## src/rtl/gpirq_pkg.sv

```systemverilog
package gpirq_pkg;

   localparam int TRIG_W        = 4;
   localparam int CFG_POL_BIT   = 4;
   localparam int CFG_EN_BIT    = 5;
   localparam int CFG_ROUTE_LSB = 6;

   localparam logic [TRIG_W-1:0] TRIG_RISE = 4'd1;
   localparam logic [TRIG_W-1:0] TRIG_FALL = 4'd2;
   localparam logic [TRIG_W-1:0] TRIG_BOTH = 4'd3;
   localparam logic [TRIG_W-1:0] TRIG_HIGH = 4'd4;
   localparam logic [TRIG_W-1:0] TRIG_LOW  = 4'd8;

   function automatic logic trig_is_edge(input logic [TRIG_W-1:0] c);
      return (c == TRIG_RISE) || (c == TRIG_FALL) || (c == TRIG_BOTH);
   endfunction

   function automatic logic trig_is_level(input logic [TRIG_W-1:0] c);
      return (c == TRIG_HIGH) || (c == TRIG_LOW);
   endfunction

endpackage

```

## src/rtl/gpirq_sync.sv

```systemverilog
module gpirq_sync #(
   parameter int W      = 8,
   parameter int STAGES = 2
)(
   input  logic         clk_i,
   input  logic         rst_ni,
   input  logic [W-1:0] d_i,
   output logic [W-1:0] q_o
);

   if (STAGES < 2) begin : g_bad_stages
      $error("gpirq_sync: STAGES must be at least 2");
   end
   if (W < 1) begin : g_bad_width
      $error("gpirq_sync: W must be at least 1");
   end

   logic [W-1:0] stg_q [STAGES];

   always_ff @(posedge clk_i or negedge rst_ni) begin
      if (!rst_ni) begin
         for (int s = 0; s < STAGES; s++) stg_q[s] <= '0;
      end else begin
         stg_q[0] <= d_i;
         for (int s = 1; s < STAGES; s++) stg_q[s] <= stg_q[s-1];
      end
   end

   assign q_o = stg_q[STAGES-1];

endmodule

```

## src/rtl/gpirq_pin_cell.sv

```systemverilog
module gpirq_pin_cell
   import gpirq_pkg::*;
(
   input  logic              clk_i,
   input  logic              rst_ni,
   input  logic              sync_i,
   input  logic [TRIG_W-1:0] trig_i,
   input  logic              pol_i,
   input  logic              en_i,
   input  logic              clr_i,
   output logic              pend_o
);

   logic prev_q, pend_q, pend_d;
   logic now_v, old_v, edge_hit, lvl_hit, legal;

   assign now_v = sync_i ^ pol_i;
   assign old_v = prev_q ^ pol_i;
   assign legal = trig_is_edge(trig_i) | trig_is_level(trig_i);

   assign edge_hit = trig_is_edge(trig_i) &
                     ((trig_i[0] & now_v & ~old_v) | (trig_i[1] & ~now_v & old_v));
   assign lvl_hit  = ((trig_i == TRIG_HIGH) & now_v) | ((trig_i == TRIG_LOW) & ~now_v);

   always_comb begin
      if (!en_i || !legal)             pend_d = 1'b0;
      else if (trig_is_level(trig_i))  pend_d = lvl_hit;
      else                             pend_d = (pend_q & ~clr_i) | edge_hit;
   end

   always_ff @(posedge clk_i or negedge rst_ni) begin
      if (!rst_ni) begin
         prev_q <= 1'b0;
         pend_q <= 1'b0;
      end else begin
         prev_q <= sync_i;
         pend_q <= pend_d;
      end
   end

   assign pend_o = pend_q;

   // disabled or illegal code leaves nothing pending
   a_r6_off_stays_clear: assert property (@(posedge clk_i) disable iff (!rst_ni)
      (!en_i || !legal) |=> !pend_q);

   // a true rising pin in rising mode raises pending
   a_r2_rise_sets: assert property (@(posedge clk_i) disable iff (!rst_ni)
      (en_i && trig_i == TRIG_RISE && !pol_i && $rose(sync_i)) |=> pend_q);

   // edge pending is sticky without an acknowledge
   a_r7_edge_sticky: assert property (@(posedge clk_i) disable iff (!rst_ni)
      (en_i && trig_is_edge(trig_i) && pend_q && !clr_i) |=> pend_q);

   // high-level mode tracks the synchronized pin
   a_r4_level_tracks: assert property (@(posedge clk_i) disable iff (!rst_ni)
      (en_i && trig_i == TRIG_HIGH && !pol_i) |=> (pend_q == $past(sync_i)));

endmodule

```

## src/rtl/gpirq_route.sv

```systemverilog
module gpirq_route #(
   parameter int NPIN = 32,
   parameter int NOUT = 4,
   parameter int RW   = 2
)(
   input  logic [NPIN-1:0]      pend_i,
   input  logic [NPIN*RW-1:0]   route_i,
   output logic [NOUT*NPIN-1:0] status_o,
   output logic [NOUT-1:0]      irq_o
);

   for (genvar k = 0; k < NOUT; k++) begin : g_out
      for (genvar i = 0; i < NPIN; i++) begin : g_pin
         if (NOUT == 1) begin : g_single
            assign status_o[k*NPIN+i] = pend_i[i];
         end else begin : g_multi
            assign status_o[k*NPIN+i] = pend_i[i] & (route_i[i*RW +: RW] == RW'(k));
         end
      end
      assign irq_o[k] = |status_o[k*NPIN +: NPIN];
   end

endmodule

```

## src/rtl/gpirq_ctrl.sv

```systemverilog
module gpirq_ctrl
   import gpirq_pkg::*;
#(
   parameter  int PINS_PER_PORT = 8,
   parameter  int PORTS         = 4,
   parameter  int OUTS          = 4,
   parameter  int SYNC_STAGES   = 2,
   localparam int NPIN          = PINS_PER_PORT * PORTS,
   localparam int RW            = (OUTS > 1) ? $clog2(OUTS) : 1,
   localparam int CFG_W         = CFG_ROUTE_LSB + RW,
   localparam int DW            = (NPIN > CFG_W) ? NPIN : CFG_W,
   localparam int AW            = $clog2(NPIN + OUTS)
)(
   input  logic            clk_i,
   input  logic            rst_ni,
   input  logic [NPIN-1:0] pins_i,
   input  logic            reg_we_i,
   input  logic [AW-1:0]   reg_addr_i,
   input  logic [DW-1:0]   reg_wdata_i,
   output logic [DW-1:0]   reg_rdata_o,
   output logic [OUTS-1:0] irq_o
);

   if (PINS_PER_PORT < 1 || PORTS < 1 || OUTS < 1) begin : g_bad_dims
      $error("gpirq_ctrl: pin, port and output counts must be at least 1");
   end

   logic [CFG_W-1:0]     cfg_q [NPIN];
   logic [NPIN-1:0]      sync_w, pend_w, clr_w;
   logic [RW-1:0]        rsel_w [NPIN];
   logic [NPIN*RW-1:0]   route_flat;
   logic [OUTS*NPIN-1:0] status_w;

   // configuration storage
   always_ff @(posedge clk_i or negedge rst_ni) begin
      if (!rst_ni) begin
         for (int i = 0; i < NPIN; i++) cfg_q[i] <= '0;
      end else if (reg_we_i) begin
         for (int i = 0; i < NPIN; i++)
            if (reg_addr_i == AW'(i)) cfg_q[i] <= reg_wdata_i[CFG_W-1:0];
      end
   end

   gpirq_sync #(.W(NPIN), .STAGES(SYNC_STAGES)) u_sync (
      .clk_i (clk_i),
      .rst_ni(rst_ni),
      .d_i   (pins_i),
      .q_o   (sync_w)
   );

   for (genvar i = 0; i < NPIN; i++) begin : g_pin
      if (OUTS == 1) begin : g_one_route
         assign rsel_w[i] = '0;
      end else begin : g_route
         assign rsel_w[i] = cfg_q[i][CFG_ROUTE_LSB +: RW];
      end
      assign route_flat[i*RW +: RW] = rsel_w[i];
      assign clr_w[i] = reg_we_i & reg_wdata_i[i] &
                        (reg_addr_i == (AW'(NPIN) + AW'(rsel_w[i])));

      gpirq_pin_cell u_cell (
         .clk_i (clk_i),
         .rst_ni(rst_ni),
         .sync_i(sync_w[i]),
         .trig_i(cfg_q[i][TRIG_W-1:0]),
         .pol_i (cfg_q[i][CFG_POL_BIT]),
         .en_i  (cfg_q[i][CFG_EN_BIT]),
         .clr_i (clr_w[i]),
         .pend_o(pend_w[i])
      );
   end

   gpirq_route #(.NPIN(NPIN), .NOUT(OUTS), .RW(RW)) u_route (
      .pend_i  (pend_w),
      .route_i (route_flat),
      .status_o(status_w),
      .irq_o   (irq_o)
   );

   // read mux
   always_comb begin
      reg_rdata_o = '0;
      for (int i = 0; i < NPIN; i++)
         if (reg_addr_i == AW'(i)) reg_rdata_o = DW'(cfg_q[i]);
      for (int k = 0; k < OUTS; k++)
         if (reg_addr_i == AW'(NPIN + k)) reg_rdata_o = DW'(status_w[k*NPIN +: NPIN]);
   end

   // a pending pin appears on at most one output
   for (genvar i = 0; i < NPIN; i++) begin : g_chk
      logic [OUTS-1:0] col;
      for (genvar k = 0; k < OUTS; k++) begin : g_col
         assign col[k] = status_w[k*NPIN+i];
      end
      a_r9_single_output: assert property (@(posedge clk_i) disable iff (!rst_ni)
         $onehot0(col) && (pend_w[i] == (|col)));
   end

endmodule

```

## config.mk

```make
export PLATFORM = sky130hd
export DESIGN_NAME = gpirq_ctrl
export DESIGN_NICKNAME = d
export VERILOG_FILES = /design/src/rtl/gpirq_pkg.sv /design/src/rtl/gpirq_sync.sv /design/src/rtl/gpirq_pin_cell.sv /design/src/rtl/gpirq_route.sv /design/src/rtl/gpirq_ctrl.sv
export SDC_FILE = /design/constraint.sdc
export NUM_CORES = 1
export LEC_CHECK = 0
export ABC_AREA = 1
export BUFFER_PORTS_ARGS = -buffer_cell sky130_fd_sc_hd__clkbuf_2
export CORE_ASPECT_RATIO = 1.75
export CORE_MARGIN = 4
export CORE_UTILIZATION = 45
export CTS_BUF_LIST = sky130_fd_sc_hd__clkbuf_16
export CTS_CLUSTER_SIZE = 40
export DETAILED_ROUTE_END_ITERATION = 10
export GPL_TIMING_DRIVEN = 0
export PLACE_DENSITY = 0.64
export SLEW_MARGIN = 40
export SYNTH_ARGS = -nofsm -noshare
export SYNTH_HDL_FRONTEND = slang
export SYNTH_SLANG_ARGS = --single-unit
```

## constraint.sdc

```tcl
create_clock -name clk_i -period 2.4 [get_ports clk_i]
set_clock_uncertainty 0.15 [all_clocks]
set_input_delay 0.24 -clock clk_i [delete_from_list [all_inputs] [get_ports clk_i]]
set_output_delay 0.24 -clock clk_i [all_outputs]
set_load 0.01 [all_outputs]
```

==> results.yml <==
synthesis:
  ys_types: 46
  async_reset_ff_share_pct: 100
  syn_area_um2: 20200
  ys_ff_latch: 384
  synth_flop_cell: "dfrtp_1"
  synth.avg_cell_area_um2: 7.79
  synthAdderAreaFrac_pct: 0
  synth_most_common_cell: "nand2_1"
  synth_fp_nets: 2672
  synth_edf_count: 0
  synth_top_area_share_pct: 47.5
  yosysWarnings: 0
  synth_cells: 2599
  synth-simple-area-share_pct: 26.0
  synthTopCellsByArea: "dfrtp_1 47%, nand2_1 13%, o21ai_0 7.9%"
  synth_top_family_by_area: "simple AND/OR/NAND/NOR gates"
  muxShareOfSynthArea_pct: 0.0989
  synth_compound_area_share_pct: 16.3
  synth_xor_area_share_pct: 2.99
  seq_area_frac_synth_pct: 47.5
  yosysTopAreaCell: "dfrtp_1"
  netlist_top_cells_count: "699 x nand2_1, 384 x dfrtp_1, 321 x o21ai_0"
setup_path:
  critPathBufInv: 1
  r2r_cells: 7
  cp_top_family: "simple AND/OR/NAND/NOR gates"
  crit_fanout: 4
  critPathSlowestCell: "dfrtp_1"
  rrSetupSlack_ns: 0.16
  path_cells: "nand2_1, nand3_2, nor2_4, nand4_1, nor2_2, nand3_2, nand2_2, nand4_1, nand2_1, nand3_2, nand2_2, nand4_1, nand2_2, nand4_1, nand2_1, nand3_2, nand2_2, nand4_1, nand2_1, nand4_1, buf_2"
  critical_path_class: "reg -> out"
  critPathLaunchType: "flip-flop"
  critical_path_arrival_ns: 3.82
  cp_common_cell: "nand4_1"
  rr_startpoint: "cfg_q[6]"
  crit_required_ns: 2.01
  max_stage_delay_ns: 0.42
  worstSetupEndpointType: "primary output"
  worstReg2RegEnd: "g_pin[31].u_cell.pend_o"
place:
  dp_hpwl_um: 60200
  gp_congestion: 1.01
  port_buffers: 106
  dp_worst_setup_slack_ns: -2.16
sta:
  fin_crit_ns: 4.21
  min_period_over_period_pct: 175
  fmax_ghz: 0.238
  worst_pin_slew_ns: 0.978
  setup_ws_ns: -1.81
  setup_tns_ns: -13.64
  finalSetupViolations: 13
  rsz0062_at_grt: "true"
  final-hold-violation-count: 0
  max-slew-margin-rel_pct: 33.1
  final_max_slew_viol_count: 0
power_and_ir_drop:
  pwr-share-comb_pct: 18.3
  clock_power_share_pct: 35.0
  leakagePower_nw: 10.8
  sw_frac_of_total_pct: 31.8
  ir_drop_v: 0.000687
  seqPwrFrac_pct: 46.7
  p_switching_mw: 5.41
  total_power_mw: 17.0
  intPower_mw: 11.6
  p_per_area_nw_per_um2: 681
die:
  die_h_um: 289
  start_util_pct: 45.6
  boundaryPins: 109
  die_area_um2: 48600
  row_count: 102
  core_area_um2: 44400
  die_w_um: 168
detailed_routing:
  routed_wl_um: 82200
  postRouteAntennaNets: 0
  wl_per_cell_um: 23.7
  vias: 20700
  drc: 0
  dr.pass1.iters: 6
  viasPerCell: 5.95
  drt_iter0_drc: 1914
clock_network:
  clock-sinks: 384
  cts_buffers: 39
  clk_latency_ns: 0.55
  htreeDepth: 2
  cts_tree: "done"
  cts.path.max_buffers: 3
  clock-root-buffer: "clkbuf_16"
  clk_pin_slew_ns: 0.07
layout:
  syn2layout_area_growth_pct: 23.3
  final_core_util_pct: 56.2
  fillers: 4165
  regArea_um2: 9640
  drive_gt1_share_pct: 19.2
  multi_input_area_um2: 10100
  nets: 2942
worst_hold_path:
  hold_depth: 3
  min_to: "cfg_q[7]"
  holdCritPathClass: "in -> reg"
  min-delay-start: "reg_wdata_i[7]"
global_routing:
  grt_pass1_wl_um: 122000
  overflow: 0
  grt_use_total_pct: 33.1
  antenna_found_initial: 2
  grt_max_degree: 74
  grt_pass1_vias: 20400
run_status:
  status: "complete, but fails checks"
  failed_checks: "setup timing"
job:
  cap_violations: 0
==> metal layers <==
metal / share of wire (%) / GRT usage, %
met1: 36 / 37.7
met2: 49 / 57.5
met3: 6.9 / 4.77
met4: 8.3 / 21.9
met5: 0.016 / 0
==> power by group through the flow <==
stage	sequential (mW)	combinational, mW	clock, mW
after floorplan	7.80	1.65	0
after global placement	8.03	2.46	0
after detailed placement	8.04	2.56	0
after CTS	7.90	2.97	6.05
after global routing	8.02	3.42	6.30
final	7.94	3.12	5.95
==> flip-flops by register name, indices dropped and copies added, names as in the netlist <==
signal	cells
cfg_q	256
g_pin.u_cell.pend_o	32
g_pin.u_cell.prev_q	32
u_sync.q_o	32
u_sync.stg_q	32
==> logic make-up after synthesis <==
family,after synthesis
AO/OA/AOI/OAI,565
buffers and inverters,353
AND/OR/NAND/NOR,1226
multiplexers,2
XOR/XNOR,69
flip-flops,384
==> stage by stage <==
step | std cells | hold WS [ns] | area (µm²)
after global placement | 3277 | 0.181 | 21500
final | 3473 | 0.0297 | 25000
after detailed placement | 3282 | 0.107 | 21700
after global routing | 3472 | 0.0520 | 25000
after CTS | 3454 | 0.0211 | 24500
after floorplan | 2599 | -0.206 | 20200
==> worst register-to-register path, stage by stage, from the launching register on <==
cell,delay (ns)
dfrtp_1,0.41
buf_4,0.17
inv_1,0.10
o22ai_1,0.09
a2111oi_0,0.79
o221ai_1,0.21
nand2_1,0.10
a221oi_1,0.08
==> area by class of cell <==
cell class | instances | share of cell area [%]
Clock buffer | 40 | 4.01
Timing Repair Buffer | 231 | 6.87
Clock inverter | 32 | 0.857
Buffer | 103 | 2.40
Sequential cell | 384 | 38.6
Inverter | 247 | 3.87
Multi-Input combinational cell | 1863 | 40.5
Antenna cell | 1 | 0.0100
Tap cell | 572 | 2.87
==> worst max-delay path by stage <==
stage,to,depth (start not counted),slack [ns],start
final,reg_rdata_o[4],21,-1.81,cfg_q[236]
after global routing,reg_rdata_o[4],21,-1.83,cfg_q[236]
after CTS,reg_rdata_o[4],21,-1.80,cfg_q[252]
after detailed placement,reg_rdata_o[4],26,-2.16,reg_addr_i[0]
after global placement,g_pin[26].u_cell.prev_q,1,-7.51,rst_ni
after floorplan,reg_rdata_o[2],21,0.002,reg_addr_i[0]
==> layout by cell type, fill, tap and decap left out, types with 16 or more instances in the layout <==
cell type and instances:
inv_2 24, o22ai_1 23, nand4_1 74, xor2_1 29, buf_4 77, o221ai_1 18, clkbuf_16 40, nand2_1 655
o41ai_1 26, nor3_2 16, clkbuf_1 61, a21oi_1 75, inv_1 219, a31oi_1 32, o21ai_0 314, dlygate4sd3_1 33
nor2_1 146, dfrtp_1 358, nor2_2 22, clkbuf_2 102, nor3_1 55, xnor2_1 40, buf_2 20, nand3_2 47
nand2_2 45, nand3_1 102, dfrtp_2 26, nor2_4 18, buf_6 17
==> timing repair <==
item                                   in CTS  in global routing
resized for setup                         230                112
setup endpoints to repair                  47                 34
hold buffers                               33                  0
setup buffers                              73                 19
gates cloned                                0                  1
pin swaps                                 114                107
endpoints found under the hold margin     200                  0
No activity file was read; power rests on OpenSTA's default activity.
